[src/rtl/ssi_pkg.sv]
package ssi_pkg;
  localparam int RXC_W   = 4;
  localparam int DEPTH_W = 8;
  localparam int BW_W    = 2;
  localparam int WORD_W  = 24;
  localparam int HDR_BYTES = WORD_W / 8;
  localparam int PAD_W   = WORD_W - RXC_W - DEPTH_W - 2 - BW_W - 1;

  typedef struct packed {
    logic [RXC_W-1:0]   receivers;
    logic [DEPTH_W-1:0] depth;
    logic               overflow;
    logic               underflow;
    logic [BW_W-1:0]    bandwidth;
    logic               tx_active;
    logic [PAD_W-1:0]   pad;
  } status_word_t;

  function automatic status_word_t pack_status(
    input logic [RXC_W-1:0]   rx,
    input logic [DEPTH_W-1:0] dep,
    input logic               ov,
    input logic               un,
    input logic [BW_W-1:0]    bw,
    input logic               tx
  );
    status_word_t w;
    w.receivers = rx;
    w.depth     = dep;
    w.overflow  = ov;
    w.underflow = un;
    w.bandwidth = bw;
    w.tx_active = tx;
    w.pad       = '0;
    return w;
  endfunction

  function automatic logic [7:0] pick_byte(input status_word_t w, input logic [1:0] idx);
    logic [WORD_W-1:0] flat;
    flat = w;
    return flat[8*(HDR_BYTES-1-int'(idx)) +: 8];
  endfunction
endpackage

[src/rtl/ssi_sticky_flags.sv]
module ssi_sticky_flags #(
  parameter int N = 2
) (
  input  logic         clk,
  input  logic         rst_n,
  input  logic [N-1:0] evt,
  input  logic         clear,
  output logic [N-1:0] pend,
  output logic [N-1:0] seen
);
  for (genvar i = 0; i < N; i++) begin : g_flag
    always_ff @(posedge clk or negedge rst_n) begin
      if (!rst_n)      pend[i] <= 1'b0;
      else if (clear)  pend[i] <= 1'b0;
      else if (evt[i]) pend[i] <= 1'b1;
    end
    assign seen[i] = pend[i] | evt[i];
  end
endmodule

[src/rtl/ssi_snapshot.sv]
module ssi_snapshot
  import ssi_pkg::*;
(
  input  logic         clk,
  input  logic         rst_n,
  input  logic         capture,
  input  logic         mode_in,
  input  status_word_t word_in,
  output logic         mode_q,
  output status_word_t word_q,
  output logic         mode_cur,
  output status_word_t word_cur
);
  always_ff @(posedge clk or negedge rst_n) begin
    if (!rst_n) begin
      mode_q <= 1'b0;
      word_q <= '0;
    end else if (capture) begin
      mode_q <= mode_in;
      word_q <= word_in;
    end
  end

  assign mode_cur = capture ? mode_in : mode_q;
  assign word_cur = capture ? word_in : word_q;
endmodule

[src/rtl/ssi_byte_mux.sv]
module ssi_byte_mux
  import ssi_pkg::*;
#(
  parameter logic [7:0] SYNC_BYTE = 8'h7F
) (
  input  logic         clk,
  input  logic         rst_n,
  input  logic         take,
  input  logic [1:0]   idx,
  input  logic         mode,
  input  status_word_t word,
  output logic         out_valid,
  output logic [1:0]   out_slot,
  output logic [7:0]   out_byte
);
  always_ff @(posedge clk or negedge rst_n) begin
    if (!rst_n) begin
      out_valid <= 1'b0;
      out_slot  <= '0;
      out_byte  <= '0;
    end else begin
      out_valid <= take;
      if (take) begin
        out_slot <= idx;
        out_byte <= mode ? pick_byte(word, idx) : SYNC_BYTE;
      end
    end
  end
endmodule

[src/rtl/sync_status_inserter.sv]
module sync_status_inserter
  import ssi_pkg::*;
#(
  parameter int         FILL_W    = 11,
  parameter logic [7:0] SYNC_BYTE = 8'h7F
) (
  input  logic              clk,
  input  logic              rst_n,
  input  logic              slot_stb,
  input  logic [1:0]        slot_idx,
  input  logic              status_en,
  input  logic [RXC_W-1:0]  rx_count,
  input  logic [FILL_W-1:0] fifo_fill,
  input  logic              ovf_evt,
  input  logic              unf_evt,
  input  logic [BW_W-1:0]   rx_bw,
  input  logic              ptt,
  output logic              out_valid,
  output logic [1:0]        out_slot,
  output logic [7:0]        out_byte
);
  localparam logic [1:0] LAST_SLOT = 2'(HDR_BYTES - 1);

  logic         frame_open;
  logic         slot_take;
  logic         report_now;
  logic [1:0]   pend_flags;
  logic [1:0]   seen_flags;
  logic         ovf_pend;
  logic         unf_pend;
  logic         frame_status_mode;
  logic         mode_cur;
  status_word_t live_word;
  status_word_t held_word;
  status_word_t word_cur;

  assign frame_open = slot_stb && (slot_idx == 2'd0);
  assign slot_take  = slot_stb && (slot_idx <= LAST_SLOT);
  assign report_now = frame_open && status_en;

  ssi_sticky_flags #(.N(2)) u_flags (
    .clk   (clk),
    .rst_n (rst_n),
    .evt   ({unf_evt, ovf_evt}),
    .clear (report_now),
    .pend  (pend_flags),
    .seen  (seen_flags)
  );
  assign ovf_pend = pend_flags[0];
  assign unf_pend = pend_flags[1];

  assign live_word = pack_status(rx_count, fifo_fill[FILL_W-1 -: DEPTH_W],
                                 seen_flags[0], seen_flags[1], rx_bw, ptt);

  ssi_snapshot u_snap (
    .clk      (clk),
    .rst_n    (rst_n),
    .capture  (frame_open),
    .mode_in  (status_en),
    .word_in  (live_word),
    .mode_q   (frame_status_mode),
    .word_q   (held_word),
    .mode_cur (mode_cur),
    .word_cur (word_cur)
  );

  ssi_byte_mux #(.SYNC_BYTE(SYNC_BYTE)) u_mux (
    .clk       (clk),
    .rst_n     (rst_n),
    .take      (slot_take),
    .idx       (slot_idx),
    .mode      (mode_cur),
    .word      (word_cur),
    .out_valid (out_valid),
    .out_slot  (out_slot),
    .out_byte  (out_byte)
  );
endmodule

[config.mk]
export PLATFORM = sky130hd
export DESIGN_NAME = sync_status_inserter
export DESIGN_NICKNAME = d
export VERILOG_FILES = /design/src/rtl/ssi_pkg.sv /design/src/rtl/ssi_sticky_flags.sv /design/src/rtl/ssi_snapshot.sv /design/src/rtl/ssi_byte_mux.sv /design/src/rtl/sync_status_inserter.sv
export SDC_FILE = /design/constraint.sdc
export NUM_CORES = 1
export LEC_CHECK = 0
export BUFFER_PORTS_ARGS = -buffer_cell sky130_fd_sc_hd__buf_2
export CORE_ASPECT_RATIO = 0.6
export CORE_MARGIN = 3
export CORE_UTILIZATION = 40
export DETAILED_ROUTE_END_ITERATION = 6
export PLACE_DENSITY = 0.64
export SLEW_MARGIN = 20
export SYNTH_ARGS = -nofsm -noshare
export SYNTH_HDL_FRONTEND = slang
export SYNTH_SLANG_ARGS = --single-unit
[constraint.sdc]
create_clock -name clk -period 1.45 [get_ports clk]
set_input_delay 0.2175 -clock clk [delete_from_list [all_inputs] [get_ports clk]]
set_output_delay 0.2175 -clock clk [all_outputs]
set_load 0.01 [all_outputs]
==> results of run 1 <==
-- area by class of cell --
| type | instances | area (µm²) | area share |
|---|---|---|---|
| Tap cell | 57 | 71.3 | 0.0315 |
| Sequential cell | 38 | 951 | 0.420 |
| Inverter | 8 | 32.5 | 0.0144 |
| Multi-Input combinational cell | 83 | 739 | 0.327 |
| Clock buffer | 5 | 68.8 | 0.0304 |
| Clock inverter | 2 | 10.0 | 0.00442 |
| Timing Repair Buffer | 61 | 390 | 0.172 |
-- routing by layer --
layer	vias to the layer above	share of wire	global-route usage	routed length [µm]
met4	0	0.0029	0.0436	12
met2	25	0.47	0.276	1970
met3	2	0.044	0.0509	184
li1	623	-	-	-
met5	-	0	0	0
met1	649	0.48	0.239	2030
-- through the flow --
| step | TNS (ns) | util | setup slack [ns] | total power (W) | cell area, µm² |
|---|---|---|---|---|---|
| floorplan | -2.25 | - | -0.307 | 0.00162 | 1790 |
| global placement | -2.18 | 0.546 | -0.263 | 0.00185 | 2130 |
| detailed placement | -2.73 | 0.546 | -0.362 | 0.00187 | 2130 |
| CTS | 0 | 0.572 | 0.00957 | 0.00257 | 2230 |
| global route | 0 | 0.581 | 0.00597 | 0.00269 | 2260 |
| finish | 0 | 0.581 | 0.0668 | 0.00256 | 2260 |
-- critical path, stage by stage --
cell       delay, ns
buf_2           0.11
inv_4           0.04
ha_4            0.17
nand2_1         0.08
buf_4           0.23
a311oi_1        0.12
a2111oi_0       0.45
o22a_1          0.18
-- repair_timing --
| item | CTS | global route |
|---|---|---|
| endpoints found under the hold margin | 30 | 0 |
| gates resized for setup | 3 | 6 |
| hold buffers | 1 | 0 |
| cloned | 1 | 0 |
| pin swaps | 0 | 2 |
| setup buffers | 0 | 1 |
| endpoints found under the setup margin | 3 | 8 |
-- kinds of logic after synthesis --
kind of cell	after synthesis	share of synthesized area
compound gates	37	0.164
fa+ha+maj	2	0.0145
buf+inv	16	0.0633
flops	38	0.553
mux	17	0.108
simple gates	26	0.0975
-- registers in the layout, summed over array words and instances, names as in the netlist --
| name | count |
|---|---|
| u_mux.out_slot | 2 |
| u_snap.word_q | 24 |
| u_flags.pend | 2 |
| u_snap.mode_q | 1 |
| u_mux.out_valid | 1 |
| u_mux.out_byte | 8 |
-- how the worst max path moves through the flow --
stage | end | slack [ns] | from | cells past startpoint
finish | u_mux.out_byte[0]$_DFFE_PN0P_ | 0.07 | slot_idx[0] | 8
global route | u_mux.out_byte[5]$_DFFE_PN0P_ | 0.006 | slot_idx[0] | 8
CTS | u_mux.out_byte[4]$_DFFE_PN0P_ | 0.01 | slot_idx[1] | 8
detailed placement | u_mux.out_byte[4]$_DFFE_PN0P_ | -0.36 | slot_idx[1] | 7
global placement | u_mux.out_byte[4]$_DFFE_PN0P_ | -0.26 | slot_idx[1] | 7
floorplan | u_mux.out_byte[7]$_DFFE_PN0P_ | -0.31 | slot_idx[0] | 9
-- synthesized netlist by cell type --
library cell	number
a21oi_1	9
a211o_1	2
dfrtp_1	38
nand2b_1	2
nor2_1	2
buf_6	1
a311oi_1	7
nand2_2	1
a32o_1	1
buf_2	1
buf_4	2
a2111oi_1	1
o21ai_0	4
and2_4	1
o22a_1	5
buf_12	2
clkbuf_1	2
and2_1	7
inv_1	7
a2111oi_0	4
o221a_2	2
mux2i_1	5
ha_1	2
or2_0	1
a21o_1	1
mux2_2	12
and4b_2	5
clkinv_1	1
o21ba_2	1
nand2_1	7
-- power by group --
group	leakage [nW]	internal (W)	total (W)	switching [W]
Clock	0.0438	0.000323	0.000678	0.000355
Sequential	0.454	0.00121	0.00128	0.0000650
Combinational	0.583	0.000325	0.000602	0.000277
==> metrics.cfg, run 1 <==
[logic_synthesis]
synth.net_count=164
synthTopCellsByArea=dfrtp_1 (55%), mux2_2 (7.9%), a311oi_1 (3.6%), and4b_2 (3.3%), mux2i_1 (2.9%)
syn_inst=136
yosys.area.top_type=dfrtp_1
ys_ff_latch=38
ys_types=30
yosysSeqAreaShare=0.553
synth_area_um2=1720
syn_avg_cell_area_um2=12.7
yosysTopAreaCellShare=0.553
yosys_warnings=0

[sta]
period_share=0.954
min_period_ns=1.38
max_freq_ghz=0.723
whs_ns=0.161
slew_viol_final=0
hold_viol=0
finalSetupViolCount=0
worstMarginPinSlew_ns=0.469
rsz0062_at_grt=no
skew_ns=0.00624
slew_headroom=0.679

[finish]
mostFrequentLayoutCell=dfrtp_1
mostFrequentLayoutCells=dfrtp_1 (38), buf_2 (33), buf_4 (26)
synthToLayoutAreaGrowth_pct=31.6
diodes=0
num-fill-cells=327
drive_above_1_share=0.487
finalNetCount=225
fin_cells=254

[detailed_routing]
vias_per_cell=5.11
drtAntennaViolNets=0
first_pass_iters=4
drc_errors=0
routed_wl_mm=4.20
drtIter0Drc=42
wl_per_cell_um=16.5
vias=1299

[floorplanning]
dieHeight_um=56.8
rows=17
dieWidth_um=90.7
num_io_pins=37
die_area_um2=5150
start_util=0.442
core_um2=3890

[critical_path]
crit_type=primary input to flop
arrival_ns=1.61
timing.rr.start=u_snap.mode_q$_DFF_PN0_
rr_endpoint=u_mux.out_byte[7]$_DFFE_PN0P_
critPathRequiredTime_ns=1.68
cp-end-kind=flop
setup.worst_path.start_class=primary input
crit_fanout=20
reg2reg_depth=4
rrSetupSlack_ns=0.18

[global_route]
overflow=0
grt_max_degree=39
grt_usage=0.175
antenna_found_initial=0
grt_pass1_wl_mm=6.96
grt_pass1_vias=1412

[clocking]
tritoncts=yes
cts.htree.levels=2
cts_root_buffer=clkbuf_8
clkTransAtPathRegs_ns=0.07
cts_sinks=38
numCtsBuffers=5
cts_buffer_depth=2
clk-insertion-delay-late_ns=0.28

[placed_design]
dp_hpwl_mm=3.04
dp_cells=244
gp_congestion=0.806
portBuffers=33

[worst_hold_path]
holdPathStages=2
min_from=status_en
holdCritPathClass=primary input to flop
worstHoldEndpoint=u_flags.pend[0]$_DFFE_PN0P_

[power_and_ir_drop]
leakage_nw=1.08
irDropWorstVdd_mv=0.511
powerDensity_nw_per_um2=1130

[job]
drv_cap=0

[status]
status=complete, no violations

No activity file was read; power rests on OpenSTA's default activity.
==> run 2: changes to the inputs <==
Settings changed: CORE_UTILIZATION 40 to 53, PLACE_DENSITY 0.64 to 0.8.
==> run 2 against run 1 <==
  * Via count up 4.0%
  * Combinational power hardly changed
  * Sequential cell count unchanged
  * Maximum frequency down 4.4%
  * Clock skew is essentially flat
  * Sequential power about the same
  * Clock power rose by 9.9%
  * First-iteration DRC count up 140%
  * Routed wire length rose by 2.9%
  * Die area decreased by 23%
  * Non-clock buffer count decreased by 2
  * Highest routed layer unchanged
==> metrics.cfg, run 2 (synthesis gave the netlist of run 1 again) <==
[global_route]
grt_usage=0.245  ; +0.0696
grt_pass1_vias=1452  ; +2.8%
overflow=0  ; unchanged
grt_max_degree=39  ; unchanged
antenna_found_initial=0  ; unchanged
grt_pass1_wl_mm=7.14  ; +2.6%

[placed_design]
dp_hpwl_mm=3.11  ; +2.3%
placed_area_um2=2100  ; -1.2%
gp_congestion=0.824  ; +2.2%
portBuffers=33  ; unchanged

[detailed_routing]
drtIter0Drc=99  ; +140%
wl_per_cell_um=18.2  ; +9.8%
routed_wl_mm=4.32  ; +2.9%
drc_errors=0  ; unchanged
first_pass_iters=4  ; unchanged
drtAntennaViolNets=0  ; unchanged
vias=1351  ; +4.0%
vias_per_cell=5.68  ; +11%

[clocking]
cts_root_buffer=clkbuf_8
cts_sinks=38  ; unchanged
numCtsBuffers=5  ; unchanged
tritoncts=yes
cts.htree.levels=2  ; unchanged
cts_buffer_depth=2  ; unchanged
cts_setup_buffers=0  ; unchanged
clkTransAtPathRegs_ns=0.07  ; about the same
clk-insertion-delay-late_ns=0.29  ; about the same

[worst_hold_path]
holdCritPathClass=primary input to flop

[floorplanning]
die_area_um2=3990  ; -23%
num_io_pins=37  ; unchanged
start_util=0.577  ; +0.135
core_um2=2980  ; -23%
rows=15  ; -2
dieWidth_um=79.6  ; -12%
dieHeight_um=50.1  ; -12%

[critical_path]
critPathRequiredTime_ns=1.68  ; about the same
crit_type=primary input to flop
critical-path-slowest-cell=a2111oi_1
setup.worst_path.start_class=primary input
crit_fanout=6  ; -70%
arrival_ns=1.68  ; +0.07 ns
crit_chain=buf_2, inv_4, ha_4, and2_4, buf_4, mux2i_1, a2111oi_1, o22a_1
max_stage_delay_ns=0.46  ; about the same
cp-end-kind=flop

[finish]
diodes=0  ; unchanged
mostFrequentLayoutCells=dfrtp_1 (38), buf_2 (33), buf_4 (24)
synthToLayoutAreaGrowth_pct=29.5
top_regs=u_snap.word_q (24), u_mux.out_byte (8)
mostFrequentLayoutCell=dfrtp_1
regMostFlops=u_snap.word_q
largest_reg_flops=24  ; unchanged
finalNetCount=223  ; -0.89%
fin_area_um2=2230  ; -1.5%
drive_above_1_share=0.480  ; -0.00772

[sta]
max_freq_ghz=0.691  ; -4.4%
slew_viol_final=0  ; unchanged
rsz0062_at_grt=no
slew_headroom=0.692  ; +0.0123
hold_viol=0  ; unchanged
min_period_ns=1.45  ; +0.0630 ns
worstMarginPinSlew_ns=0.451  ; -0.0180 ns
skew_ns=0.00583  ; -0.000411 ns
finalSetupViolCount=0  ; unchanged
period_share=0.997  ; +0.0435

[status]
status=complete, no violations

[job]
drv_cap=0  ; unchanged

[power_and_ir_drop]
p_total_w=0.00263  ; +2.9%
powerDensity_nw_per_um2=1180  ; +4.5%
leakage_nw=1.07  ; -1.2%
irDropWorstVdd_mv=0.713  ; +39%

run 2: stage by stage:
| step | utilization | setup WS [ns] | setup TNS [ns] | hold WS, ns | cells |
|---|---|---|---|---|---|
| final | 0.747 | 0.00377 | 0 | 0.150 | 238 |
| after global routing | 0.747 | 0.000160 | 0 | 0.156 | 238 |
| after CTS | 0.745 | 0.0107 | 0 | 0.142 | 238 |
| after detailed placement | 0.704 | -0.470 | -3.03 | 0.294 | 228 |
| after global placement | 0.704 | -0.244 | -2.04 | 0.280 | 228 |
| after floorplan | - | -0.307 | -2.25 | -0.0781 | 136 |
run 2: report_power, final:
group | internal (W) | leakage, nW | switching (W)
registers | 0.00121 | 0.454 | 0.0000704
logic | 0.000320 | 0.566 | 0.000282
clock network | 0.000383 | 0.0482 | 0.000361
total | 0.00191 | 1.07 | 0.000714
run 2: what timing repair did:
action	4_1_cts	5_1_grt
resized for setup	5	3
endpoints found under the setup margin	6	8
hold buffers	1	0
hold endpoints to repair	38	0
pin swaps	1	3
cloned	1	0
run 2: worst paths after layout:
path / from / to / slack, ns / cells after the start
max in group asynchronous: rst_n / u_snap.word_q[1]$_DFF_PN0_ / 0.62 / 3
min in group asynchronous: rst_n / u_snap.word_q[13]$_DFF_PN0_ / 0.50 / 3
worst max-delay path: slot_idx[0] / u_mux.out_byte[1]$_DFFE_PN0P_ / 0.004 / 8
worst min register to register: u_mux.out_slot[1]$_DFFE_PN0P_ / u_mux.out_slot[1]$_DFFE_PN0P_ / 0.49 / 2
worst max register to register: u_snap.mode_q$_DFF_PN0_ / u_mux.out_byte[7]$_DFFE_PN0P_ / 0.15 / 4
worst min-delay path: status_en / u_flags.pend[0]$_DFFE_PN0P_ / 0.15 / 2
run 2: critical path, delay by kind of cell:
kind	cells	cell delay [ns]
AO/OA/AOI/OAI	2	0.64
buffers and inverters	3	0.31
AND/OR/NAND/NOR	1	0.20
adder cells (fa/ha/maj)	1	0.17
multiplexers	1	0.14
run 2: cell type report:
cell class | instances | area [µm²]
Tap cell | 42 | 52.6
Fill cell | 197 | 756
Timing Repair Buffer | 59 | 367
Sequential cell | 38 | 951
Clock inverter | 1 | 5.00
Clock buffer | 7 | 86.3
Multi-Input combinational cell | 83 | 734
Inverter | 8 | 32.5
run 2: metal layers:
layer | wire [µm] | up-vias | GRT usage
met2 | 2110 | 60 | 0.420
met1 | 1780 | 659 | 0.290
met3 | 335 | 12 | 0.0645
li1 | - | 620 | -
met5 | 0 | - | 0
met4 | 95 | 0 | 0.111
==> run 3: changes to the inputs <==
Settings changed: SYNTH_HIERARCHICAL from default to 1.
==> run 3 against run 2 <==
  * The flow now finishes with violations (setup timing)
  * Core utilization up 0.099 points
  * Global-route usage down 3.9 points
  * Die area up 3.4%
  * Via count down 12%
  * Power up 3.3%
  * Synthesized cell count down 13%
  * Clock power down 9.3%
  * First-iteration DRC count down 37%
  * Sequential share of layout area down 0.85 points
  * Combinational power up 18%
  * Critical endpoint is now u_mux/out_byte[6]$_DFFE_PN0P_
==> metrics.cfg, run 3 <==
[logic_synthesis]
synth_area_um2=1790  ; +3.8%
synthTopCellsByArea=dfrtp_1 (53%), mux2_4 (18%), mux2_2 (4.4%), o221a_2 (3.8%), mux2i_1 (3.4%)
yosysMostFrequentCell=dfrtp_1
async_flop_share=1.00  ; unchanged
ys_types=26  ; -13%
syn_avg_cell_area_um2=15.0  ; +19%
yosys_warnings=6  ; +6
ys_ff_latch=38  ; unchanged
yosysSeqAreaShare=0.533  ; -0.0201
yosys.area.top_type=dfrtp_1
yosysTopAreaCellShare=0.533  ; -0.0201
synth_edf_count=0  ; unchanged
synth_common_cells=dfrtp_1 (38), mux2_4 (21), mux2_2 (7), nand3_1 (7), o21ai_0 (7)
synthFlopType=dfrtp_1
syn_inst=119  ; -13%

[clocking]
numCtsBuffers=5  ; unchanged
cts_sinks=38  ; unchanged
cts.htree.levels=2  ; unchanged
cts_root_buffer=clkbuf_8
clkTransAtPathRegs_ns=0.07  ; about the same
tritoncts=yes
clk-insertion-delay-late_ns=0.29  ; about the same
cts_buffer_depth=2  ; unchanged

[placed_design]
dp_hpwl_mm=2.51  ; -19%
pre_cts_ws_ns=-0.333  ; +0.138 ns
portBuffers=33  ; unchanged
gp_congestion=0.822  ; -0.22%

[floorplanning]
dieHeight_um=51.0  ; +1.7%
start_util=0.587  ; +0.0107
die_area_um2=4120  ; +3.4%
dieWidth_um=80.9  ; +1.7%
core_um2=3040  ; +1.9%
num_io_pins=37  ; unchanged
rows=15  ; unchanged

[sta]
tns_ns=-0.125  ; -0.125 ns
skew_ns=0.0101  ; +0.00426 ns
finalSetupViolCount=4  ; +4
period_share=1.06  ; +0.0627
min_period_ns=1.54  ; +0.0909 ns
setup_slack_ns=-0.0871  ; -0.0909 ns
rsz0062_at_grt=yes
slew_viol_final=0  ; unchanged
hold_viol=0  ; unchanged
max_freq_ghz=0.651  ; -5.9%

[critical_path]
setup.worst_path.start_class=primary input
critical-path-slowest-cell=mux2_4
crit_fanout=7  ; +1
rrSetupSlack_ns=0.10  ; -0.05 ns
max_stage_delay_ns=0.31  ; -0.15 ns
critPathRequiredTime_ns=1.61  ; -0.07 ns
crit_chain=buf_8, nor3b_4, buf_12, buf_12, mux2_4, mux2_4, a211oi_2, nor2_1
cp-end-kind=flop
arrival_ns=1.70  ; +0.02 ns
crit_type=primary input to flop

[detailed_routing]
vias_per_cell=5.46  ; -3.9%
vias=1184  ; -12%
drtAntennaViolNets=0  ; unchanged
wl_per_cell_um=18.3  ; +0.77%
routed_wl_mm=3.97  ; -8.1%
drc_errors=0  ; unchanged
first_pass_iters=4  ; unchanged
drtIter0Drc=62  ; -37%

[finish]
num-fill-cells=205  ; +4.1%
top_regs=u_snap/word_q (24), u_mux/out_byte (8)
largest_reg_flops=24  ; unchanged
synthToLayoutAreaGrowth_pct=27.3
mostFrequentLayoutCells=dfrtp_1 (38), buf_2 (31), mux2_4 (22)
regMostFlops=u_snap/word_q
diodes=0  ; unchanged
mostFrequentLayoutCell=dfrtp_1
finalNetCount=202  ; -9.4%
drive_above_1_share=0.566  ; +0.0861

[power_and_ir_drop]
powerDensity_nw_per_um2=1190  ; +1.3%
irDropWorstVdd_mv=0.779  ; +9.3%
leakage_nw=1.05  ; -1.5%

[status]
status=finished, violations left
violations=setup timing

[global_route]
grt_pass1_wl_mm=6.23  ; -13%
grt_max_degree=26  ; -33%
antenna_found_initial=0  ; unchanged
grt_pass1_vias=1262  ; -13%
grt_usage=0.206  ; -0.0392
overflow=0  ; unchanged

[job]
drv_cap=0  ; unchanged

[worst_hold_path]
holdCritPathClass=primary input to flop

run 3: worst paths after layout:
path | startpoint | endpoint | depth (start not counted)
max in group asynchronous | rst_n | u_mux/out_slot[1]$_DFFE_PN0P_ | 3
min in group asynchronous | rst_n | u_snap/word_q[1]$_DFF_PN0_ | 2
min | unf_evt | u_flags/pend[1]$_DFFE_PN0P_ | 2
max reg2reg | u_flags/pend[1]$_DFFE_PN0P_ | u_mux/out_byte[2]$_DFFE_PN0P_ | 5
min reg2reg | u_mux/out_byte[7]$_DFFE_PN0P_ | u_mux/out_byte[7]$_DFFE_PN0P_ | 2
max | slot_idx[0] | u_mux/out_byte[6]$_DFFE_PN0P_ | 8
run 3: per-layer routing:
| metal | vias to the layer above | global-route usage | wire length (µm) |
|---|---|---|---|
| li1 | 537 | - | - |
| met1 | 597 | 0.273 | 1760 |
| met2 | 42 | 0.327 | 1920 |
| met3 | 8 | 0.0493 | 220 |
| met4 | 0 | 0.0843 | 63 |
| met5 | - | 0 | 0 |
run 3: what timing repair did:
| action | in CTS | in global routing |
|---|---|---|
| gates resized for setup | 3 | 3 |
| pin swaps | 0 | 6 |
| cloned | 0 | 2 |
| setup buffers | 0 | 2 |
| hold buffers | 1 | 0 |
| endpoints found under the hold margin | 19 | 0 |
| endpoints found under the setup margin | 2 | 7 |
run 3: layout make-up:
cell class,instances,area (µm²),share of cell area
clock buffers,5,68.8,0.0303
clock inverters,2,10.0,0.00440
multi-input cells,79,787,0.346
flip-flops and latches,38,951,0.418
well taps,42,52.6,0.0231
repair buffers,51,404,0.178
run 3: cells by family after synthesis:
group                    count (synthesis)  share of synthesized area
buffers and inverters                    8                     0.0554
multiplexers                            34                      0.254
adder cells (fa/ha/maj)                  1                    0.00701
AND/OR/NAND/NOR                         17                     0.0554
other                                    1                    0.00210
AO/OA/AOI/OAI                           20                     0.0932
flip-flops                              38                      0.533
run 3: power by group:
group / leakage [nW] / internal (W) / switching, W
Combinational: 0.574 / 0.000404 / 0.000309
Clock: 0.0438 / 0.000322 / 0.000353
Sequential: 0.433 / 0.00125 / 0.0000788
run 3: stage by stage:
stage          instance area [µm²]  hold WS (ns)  std cells   util  total power (W)
3_3_place_gp                  2080         0.188        205  0.685          0.00197
3_5_place_dp                  2080         0.198        205  0.685          0.00201
5_1_grt                       2270         0.163        217  0.748          0.00285
2_1_floorplan                 1830       -0.0781        125      -          0.00178
4_1_cts                       2180         0.161        213  0.718          0.00269
6_report                      2270         0.163        217  0.748          0.00272
run 3: worst max-delay path: cells and delay by family:
| family | cells | cell delay [ns] |
|---|---|---|
| AND/OR/NAND/NOR | 2 | 0.32 |
| multiplexers | 2 | 0.59 |
| buffers and inverters | 3 | 0.37 |
| AO/OA/AOI/OAI | 1 | 0.20 |
